[src/rtl/mrv_pkg.sv]
`timescale 1ns/1ps
package mrv_pkg;

    typedef enum logic [1:0] {
        OP_MUL   = 2'd0,
        OP_REV   = 2'd1,
        OP_REV16 = 2'd2,
        OP_BAD   = 2'd3
    } op_e;

    typedef struct packed {
        logic n;
        logic z;
        logic c;
        logic v;
    } flags_t;

endpackage

[src/rtl/mrv_byteswap.sv]
`timescale 1ns/1ps
module mrv_byteswap #(
    parameter int W = 32
) (
    input  logic         half_mode,
    input  logic [W-1:0] data_i,
    output logic [W-1:0] data_o
);
    localparam int NB = W / 8;
    localparam int NH = W / 16;

    logic [W-1:0] full_sw;
    logic [W-1:0] half_sw;

    // whole-word reversal: byte i takes byte NB-1-i
    for (genvar i = 0; i < NB; i++) begin : g_full
        assign full_sw[8*i +: 8] = data_i[8*(NB-1-i) +: 8];
    end

    // per-halfword swap: the two bytes of each half trade places
    for (genvar h = 0; h < NH; h++) begin : g_half
        for (genvar j = 0; j < 2; j++) begin : g_byte
            assign half_sw[16*h + 8*j +: 8] = data_i[16*h + 8*(1-j) +: 8];
        end
    end

    assign data_o = half_mode ? half_sw : full_sw;

endmodule

[src/rtl/mrv_mul_engine.sv]
`timescale 1ns/1ps
module mrv_mul_engine #(
    parameter int W = 32
) (
    input  logic         clk,
    input  logic         rst,
    input  logic         start,
    input  logic [W-1:0] mcand_i,
    input  logic [W-1:0] mplier_i,
    output logic         busy,
    output logic         last,
    output logic [W-1:0] result
);
    localparam int CW = $clog2(W);
    localparam logic [CW-1:0] LAST_STEP = CW'(W - 1);

    typedef struct packed {
        logic          busy;
        logic [CW-1:0] cnt;
        logic [W-1:0]  mcand;
        logic [W-1:0]  mplier;
        logic [W-1:0]  acc;
    } eng_t;

    eng_t         s_d, s_q;
    logic [W-1:0] addend;
    logic [W-1:0] sum;

    always_comb begin
        s_d    = s_q;
        addend = s_q.mplier[0] ? s_q.mcand : '0;
        sum    = s_q.acc + addend;
        if (s_q.busy) begin
            s_d.acc    = sum;
            s_d.mcand  = {s_q.mcand[W-2:0], 1'b0};
            s_d.mplier = {1'b0, s_q.mplier[W-1:1]};
            s_d.cnt    = s_q.cnt + 1'b1;
            if (s_q.cnt == LAST_STEP) begin
                s_d.busy = 1'b0;
            end
        end else if (start) begin
            s_d.busy   = 1'b1;
            s_d.cnt    = '0;
            s_d.mcand  = mcand_i;
            s_d.mplier = mplier_i;
            s_d.acc    = '0;
        end
    end

    always_ff @(posedge clk) begin
        if (rst) s_q <= '0;
        else     s_q <= s_d;
    end

    assign busy   = s_q.busy;
    assign last   = s_q.busy && (s_q.cnt == LAST_STEP);
    assign result = sum;

    p_step_zero_at_start_r8: assert property (@(posedge clk) disable iff (rst)
        $rose(s_q.busy) |-> (s_q.cnt == '0));

    p_busy_holds_r8: assert property (@(posedge clk) disable iff (rst)
        (s_q.busy && s_q.cnt != LAST_STEP) |=> s_q.busy);

    p_idle_after_last_r8: assert property (@(posedge clk) disable iff (rst)
        last |=> !s_q.busy);

endmodule

[src/rtl/mrv_unit.sv]
`timescale 1ns/1ps
module mrv_unit
    import mrv_pkg::*;
#(
    parameter int XLEN = 32,
    parameter int NREG = 8
) (
    input  logic                     clk,
    input  logic                     rst,
    input  logic                     cmd_valid,
    input  logic [1:0]               cmd_op,
    input  logic [$clog2(NREG)-1:0]  cmd_rd,
    input  logic [$clog2(NREG)-1:0]  cmd_rn,
    input  logic [$clog2(NREG)-1:0]  cmd_rm,
    input  logic                     wr_en,
    input  logic [$clog2(NREG)-1:0]  wr_idx,
    input  logic [XLEN-1:0]          wr_data,
    input  logic                     flag_we,
    input  logic [3:0]               flag_wdata,
    input  logic [$clog2(NREG)-1:0]  rd_idx,
    output logic [XLEN-1:0]          rd_data,
    output logic                     busy,
    output logic                     done,
    output logic                     err,
    output logic                     flag_n,
    output logic                     flag_z,
    output logic                     flag_c,
    output logic                     flag_v
);
    localparam int IDXW = $clog2(NREG);

    typedef struct packed {
        logic [NREG-1:0][XLEN-1:0] regs;
        flags_t                    flags;
        logic [IDXW-1:0]           dst;
        logic                      done;
        logic                      err;
    } unit_t;

    unit_t           st_d, st_q;
    op_e             op;
    logic            accept;
    logic            mul_go;
    logic            rev_acc;
    logic            eng_busy;
    logic            eng_last;
    logic [XLEN-1:0] eng_result;
    logic [XLEN-1:0] swap_out;

    assign op      = op_e'(cmd_op);
    assign accept  = cmd_valid && !eng_busy;
    assign mul_go  = accept && (op == OP_MUL) && (cmd_rd == cmd_rm);
    assign rev_acc = accept && ((op == OP_REV) || (op == OP_REV16));

    mrv_mul_engine #(.W(XLEN)) u_eng (
        .clk      (clk),
        .rst      (rst),
        .start    (mul_go),
        .mcand_i  (st_q.regs[cmd_rn]),
        .mplier_i (st_q.regs[cmd_rm]),
        .busy     (eng_busy),
        .last     (eng_last),
        .result   (eng_result)
    );

    mrv_byteswap #(.W(XLEN)) u_swap (
        .half_mode (op == OP_REV16),
        .data_i    (st_q.regs[cmd_rn]),
        .data_o    (swap_out)
    );

    always_comb begin
        st_d      = st_q;
        st_d.done = 1'b0;
        st_d.err  = 1'b0;

        // neighbouring-unit writes have lowest priority
        if (wr_en)   st_d.regs[wr_idx] = wr_data;
        if (flag_we) st_d.flags        = flags_t'(flag_wdata);

        if (accept) begin
            unique case (op)
                OP_MUL: begin
                    if (cmd_rd != cmd_rm) st_d.err = 1'b1;
                    else                  st_d.dst = cmd_rd;
                end
                OP_REV, OP_REV16: st_d.regs[cmd_rd] = swap_out;
                default:          st_d.err = 1'b1;
            endcase
        end

        // multiply writeback wins over the external ports
        if (eng_last) begin
            st_d.regs[st_q.dst] = eng_result;
            st_d.flags.n        = eng_result[XLEN-1];
            st_d.flags.z        = (eng_result == '0);
            st_d.done           = 1'b1;
        end
    end

    always_ff @(posedge clk) begin
        if (rst) st_q <= '0;
        else     st_q <= st_d;
    end

    assign rd_data = st_q.regs[rd_idx];
    assign busy    = eng_busy;
    assign done    = st_q.done;
    assign err     = st_q.err;
    assign flag_n  = st_q.flags.n;
    assign flag_z  = st_q.flags.z;
    assign flag_c  = st_q.flags.c;
    assign flag_v  = st_q.flags.v;

    p_done_idle_r8: assert property (@(posedge clk) disable iff (rst)
        done |-> !busy);

    p_err_no_start_r5: assert property (@(posedge clk) disable iff (rst)
        err |-> !busy);

    p_nz_track_r3: assert property (@(posedge clk) disable iff (rst)
        done |-> (flag_z == (st_q.regs[st_q.dst] == '0))
              && (flag_n == st_q.regs[st_q.dst][XLEN-1]));

    p_cv_kept_r4: assert property (@(posedge clk) disable iff (rst)
        (done && !$past(flag_we)) |-> ($stable(flag_c) && $stable(flag_v)));

    p_rev_flags_r10: assert property (@(posedge clk) disable iff (rst)
        ($past(rev_acc) && !$past(flag_we) && !$past(rst))
            |-> $stable(st_q.flags));

endmodule

[config.mk]
export PLATFORM = sky130hd
export DESIGN_NAME = mrv_unit
export DESIGN_NICKNAME = d
export VERILOG_FILES = /design/src/rtl/mrv_pkg.sv /design/src/rtl/mrv_byteswap.sv /design/src/rtl/mrv_mul_engine.sv /design/src/rtl/mrv_unit.sv
export SDC_FILE = /design/constraint.sdc
export NUM_CORES = 1
export LEC_CHECK = 0
export BUFFER_PORTS_ARGS = -buffer_cell sky130_fd_sc_hd__buf_2
export CORE_MARGIN = 10
export CORE_UTILIZATION = 35
export DETAILED_ROUTE_END_ITERATION = 8
export GPL_ROUTABILITY_DRIVEN = 0
export SYNTH_ARGS = -nofsm -noshare
export SYNTH_HDL_FRONTEND = slang
export SYNTH_SLANG_ARGS = --single-unit
[constraint.sdc]
create_clock -name clk -period 5.1 [get_ports clk]
set_clock_uncertainty 0.1 [all_clocks]
set_input_delay 1.275 -clock clk [delete_from_list [all_inputs] [get_ports clk]]
set_output_delay 1.275 -clock clk [all_outputs]
set_load 0.03 [all_outputs]
==> flow_metrics.env <==
export IMPL_cts_path_max_buffers=3
export IMPL_avgSynthCellArea_um2=8.75
export IMPL_dr_pass1_iters=6
export IMPL_synth_top_area_frac=0.278
export IMPL_vias_per_cell=6.32
export IMPL_grtUsageTotal=0.233
export IMPL_relSlewSlack=0.207
export IMPL_drt_wirelength_per_cell_um=26.5
export IMPL_overflow=0
export IMPL_die_y_um=295
export IMPL_p_per_area_nw_per_um2=252
export IMPL_nNetsFinal=3054
export IMPL_numCtsBuffers=43
export IMPL_drive_gt1_frac=0.215
export IMPL_peakVddDrop_mv=0.230
export IMPL_synthArstFlopShare=0
export IMPL_post_cts_resized=0
export IMPL_drt_wl_total_um=105000
export IMPL_first_iter_violations=2947
export IMPL_postCtsSetupRepairBufs=0
export IMPL_clock_latency_ps=600
export IMPL_whs_ps=363
export IMPL_drv_slew=0
export IMPL_num_rows=100
export IMPL_clock_sinks=367
export IMPL_setup_tns_ps=0
export IMPL_critPathMaxFanout=15
export IMPL_worstPathArrival_ps=2860
export IMPL_p_leak_uw=0.0110
export IMPL_antenna_found_initial=4
export IMPL_netlist_top_cells_area="dfxtp_1 (28%), mux4_2 (16%), a211oi_1 (9.6%), nor2_1 (8.2%), a21oi_1 (6.8%)"
export IMPL_synth_top_area_cell="dfxtp_1"
export IMPL_die_x_um=295
export IMPL_hp_class="flop to flop"
export IMPL_syn_inst=3025
export IMPL_hold_viol_final=0
export IMPL_io_buffers=96
export IMPL_dr_total_vias=25000
export IMPL_grt_pass1_wl_um=155000
export IMPL_crit_path_end_kind="output port"
export IMPL_path_cells="buf_2, buf_4, mux2_2, buf_2"
export IMPL_place_inst=3884
export IMPL_instances_no_fill=3962
export IMPL_ant_nets=0
export IMPL_cpPeakStageDelay_ps=550
export IMPL_syn_cell_area_um2=26500
export IMPL_regToRegSetupSlack_ps=900
export IMPL_drc=0
export IMPL_grt_pass1_vias=23200
export IMPL_synth_fp_nets=3119
export IMPL_clock_fmax_mhz=236
export IMPL_cpMostUsedCell="buf_2"
export IMPL_cts_tree="built"
export IMPL_core_area_um2=74700
export IMPL_required_ps=3720
export IMPL_area_delta_synth_final_pct=11.4
export IMPL_detailed_place_hpwl_um=63700
export IMPL_slowest_stage="buf_2"
export IMPL_finalCriticalPeriod_ps=4240
export IMPL_ys_flop_type="dfxtp_1"
export IMPL_pin_count=97
export IMPL_seq_area_um2=7350
export IMPL_crit_type="input port to output port"
export IMPL_post_route_period_util=0.831
export IMPL_status="finished, final reports clean"
export IMPL_tightestPinTransition_ps=1190
export IMPL_rsz0062_at_grt="false"
export IMPL_synth_cell_types=68
export IMPL_start_util=0.354
export IMPL_setup_viol=0
export IMPL_seq_area_frac_synth=0.278
export IMPL_die_area_um2=87000
export IMPL_multi_input_area_um2=18000
export IMPL_cts_root_buf="clkbuf_16"
export IMPL_synth_seq_cells=367
export IMPL_yosys_warnings=0
export IMPL_cts_clk_slew_worst_paths_ps=60
export IMPL_synth_edf_count=0
export IMPL_grt_max_degree=94
export IMPL_maxCapViolations=0
export IMPL_startpoint_type="input port"
export IMPL_cts_hold_buf=0
export IMPL_htree_levels=2
export IMPL_fillCellCount=7424
state kept, by name, indices dropped and copies added (netlist names):
register,cells
u_eng.s_q,101
st_q,259
flag_z,1
err,1
done,1
flag_n,1
flag_v,1
flag_c,1
u_eng.busy,1
final cells by class:
type                            count  area share
Clock buffer                       70      0.0461
Multi-Input combinational cell   2330       0.610
Inverter                           26     0.00331
Antenna cell                        2    0.000170
Timing Repair Buffer              192      0.0475
Tap cell                          969      0.0411
Clock inverter                      6     0.00195
Sequential cell                   367       0.249
synthesized netlist by cell type, types with 4 or more instances:
library cell	count
xnor2_1	8
buf_2	12
and3_1	29
a211o_1	7
mux4_2	192
mux2i_1	155
a22oi_1	37
nand3_1	22
o21a_1	7
xor2_1	15
inv_1	25
a211oi_1	340
o21ai_0	38
and2_1	36
nand2b_1	9
nor3_1	24
a21o_1	8
clkbuf_1	245
nand2_1	79
or2_2	4
nor2b_1	82
dfxtp_1	367
a31oi_1	12
mux2_2	150
or3_1	5
buf_1	43
o31ai_1	9
a221oi_1	22
nor2_1	578
ha_1	35
a21oi_1	358
nor4_1	6
nand4_1	7
o21bai_1	4
worst max-delay path: cells and delay by family:
family	cells	cell delay [ps]
buffers and inverters	3	1150
multiplexers	1	410
per-stage QoR:
| step | total power [uW] | area (um^2) | util | setup slack (ps) |
|---|---|---|---|---|
| 6_report | 7430 | 29500 | 0.395 | 864 |
| 5_1_grt | 7640 | 29500 | 0.395 | 784 |
| 4_1_cts | 7430 | 29500 | 0.395 | 891 |
| 3_5_place_dp | 4260 | 28100 | 0.376 | 893 |
| 3_3_place_gp | 4250 | 28100 | 0.376 | 902 |
| 2_1_floorplan | 3890 | 26500 | - | 626 |
power breakdown:
part	total, uW	internal, uW	switching (uW)
registers	3050	2960	92.9
logic	1160	489	674
clock network	3210	1860	1350
total	7430	5310	2120
cell families (layout without fill, tap and decap cells):
group	count (synthesis)	in the layout	share of synthesized area
adder cells (fa/ha/maj)	36	36	0.0173
buffers and inverters	328	294	0.0477
other	0	2	0
flip-flops	367	367	0.278
multiplexers	497	497	0.286
AO/OA/AOI/OAI	871	871	0.212
AND/OR/NAND/NOR	902	902	0.151
XOR/XNOR	24	24	0.00823
path summary, 6_finish.rpt:
check                startpoint       endpoint  depth (start not counted)
setup / recovery      rd_idx[2]     rd_data[1]                          4
hold / removal    u_eng.s_q[95]  u_eng.s_q[95]                          2
setup reg to reg  u_eng.s_q[32]         flag_z                         12
hold reg to reg   u_eng.s_q[95]  u_eng.s_q[95]                          2
cells in the final DEF (no fill, tap or decap), drive strengths merged, types with 4 or more instances in the layout:
master  synthesis  layout
o21a            7       7
xor2           16      16
inv            25      25
a31oi          14      14
or3             6       6
nor2          578     578
clkbuf        246      70
a211o           7       7
a22oi          37      37
a211oi        342     342
ha             35      35
mux4          192     192
o31ai           9       9
and3           31      31
a21o            8       8
nand2          80      80
nand2b          9       9
buf            56     192
and2           36      36
nand3          22      22
mux2i         155     155
mux2          150     150
nand4           7       7
nor2b          82      82
o21ai          41      41
clkinv          1       5
dfxtp         367     367
nor3           26      26
a21oi         358     358
o21bai          4       4
nor4            7       7
a221oi         22      22
or2             4       4
xnor2           8       8
metal layers:
layer  track usage  part of all wire  vias up
met5             0           0.00026        -
met3        0.0418             0.092      286
met4         0.109             0.050        4
li1              -                 -    11200
met1         0.313              0.42    12300
met2         0.359              0.44     1331
No activity file was read; power rests on OpenSTA's default activity.
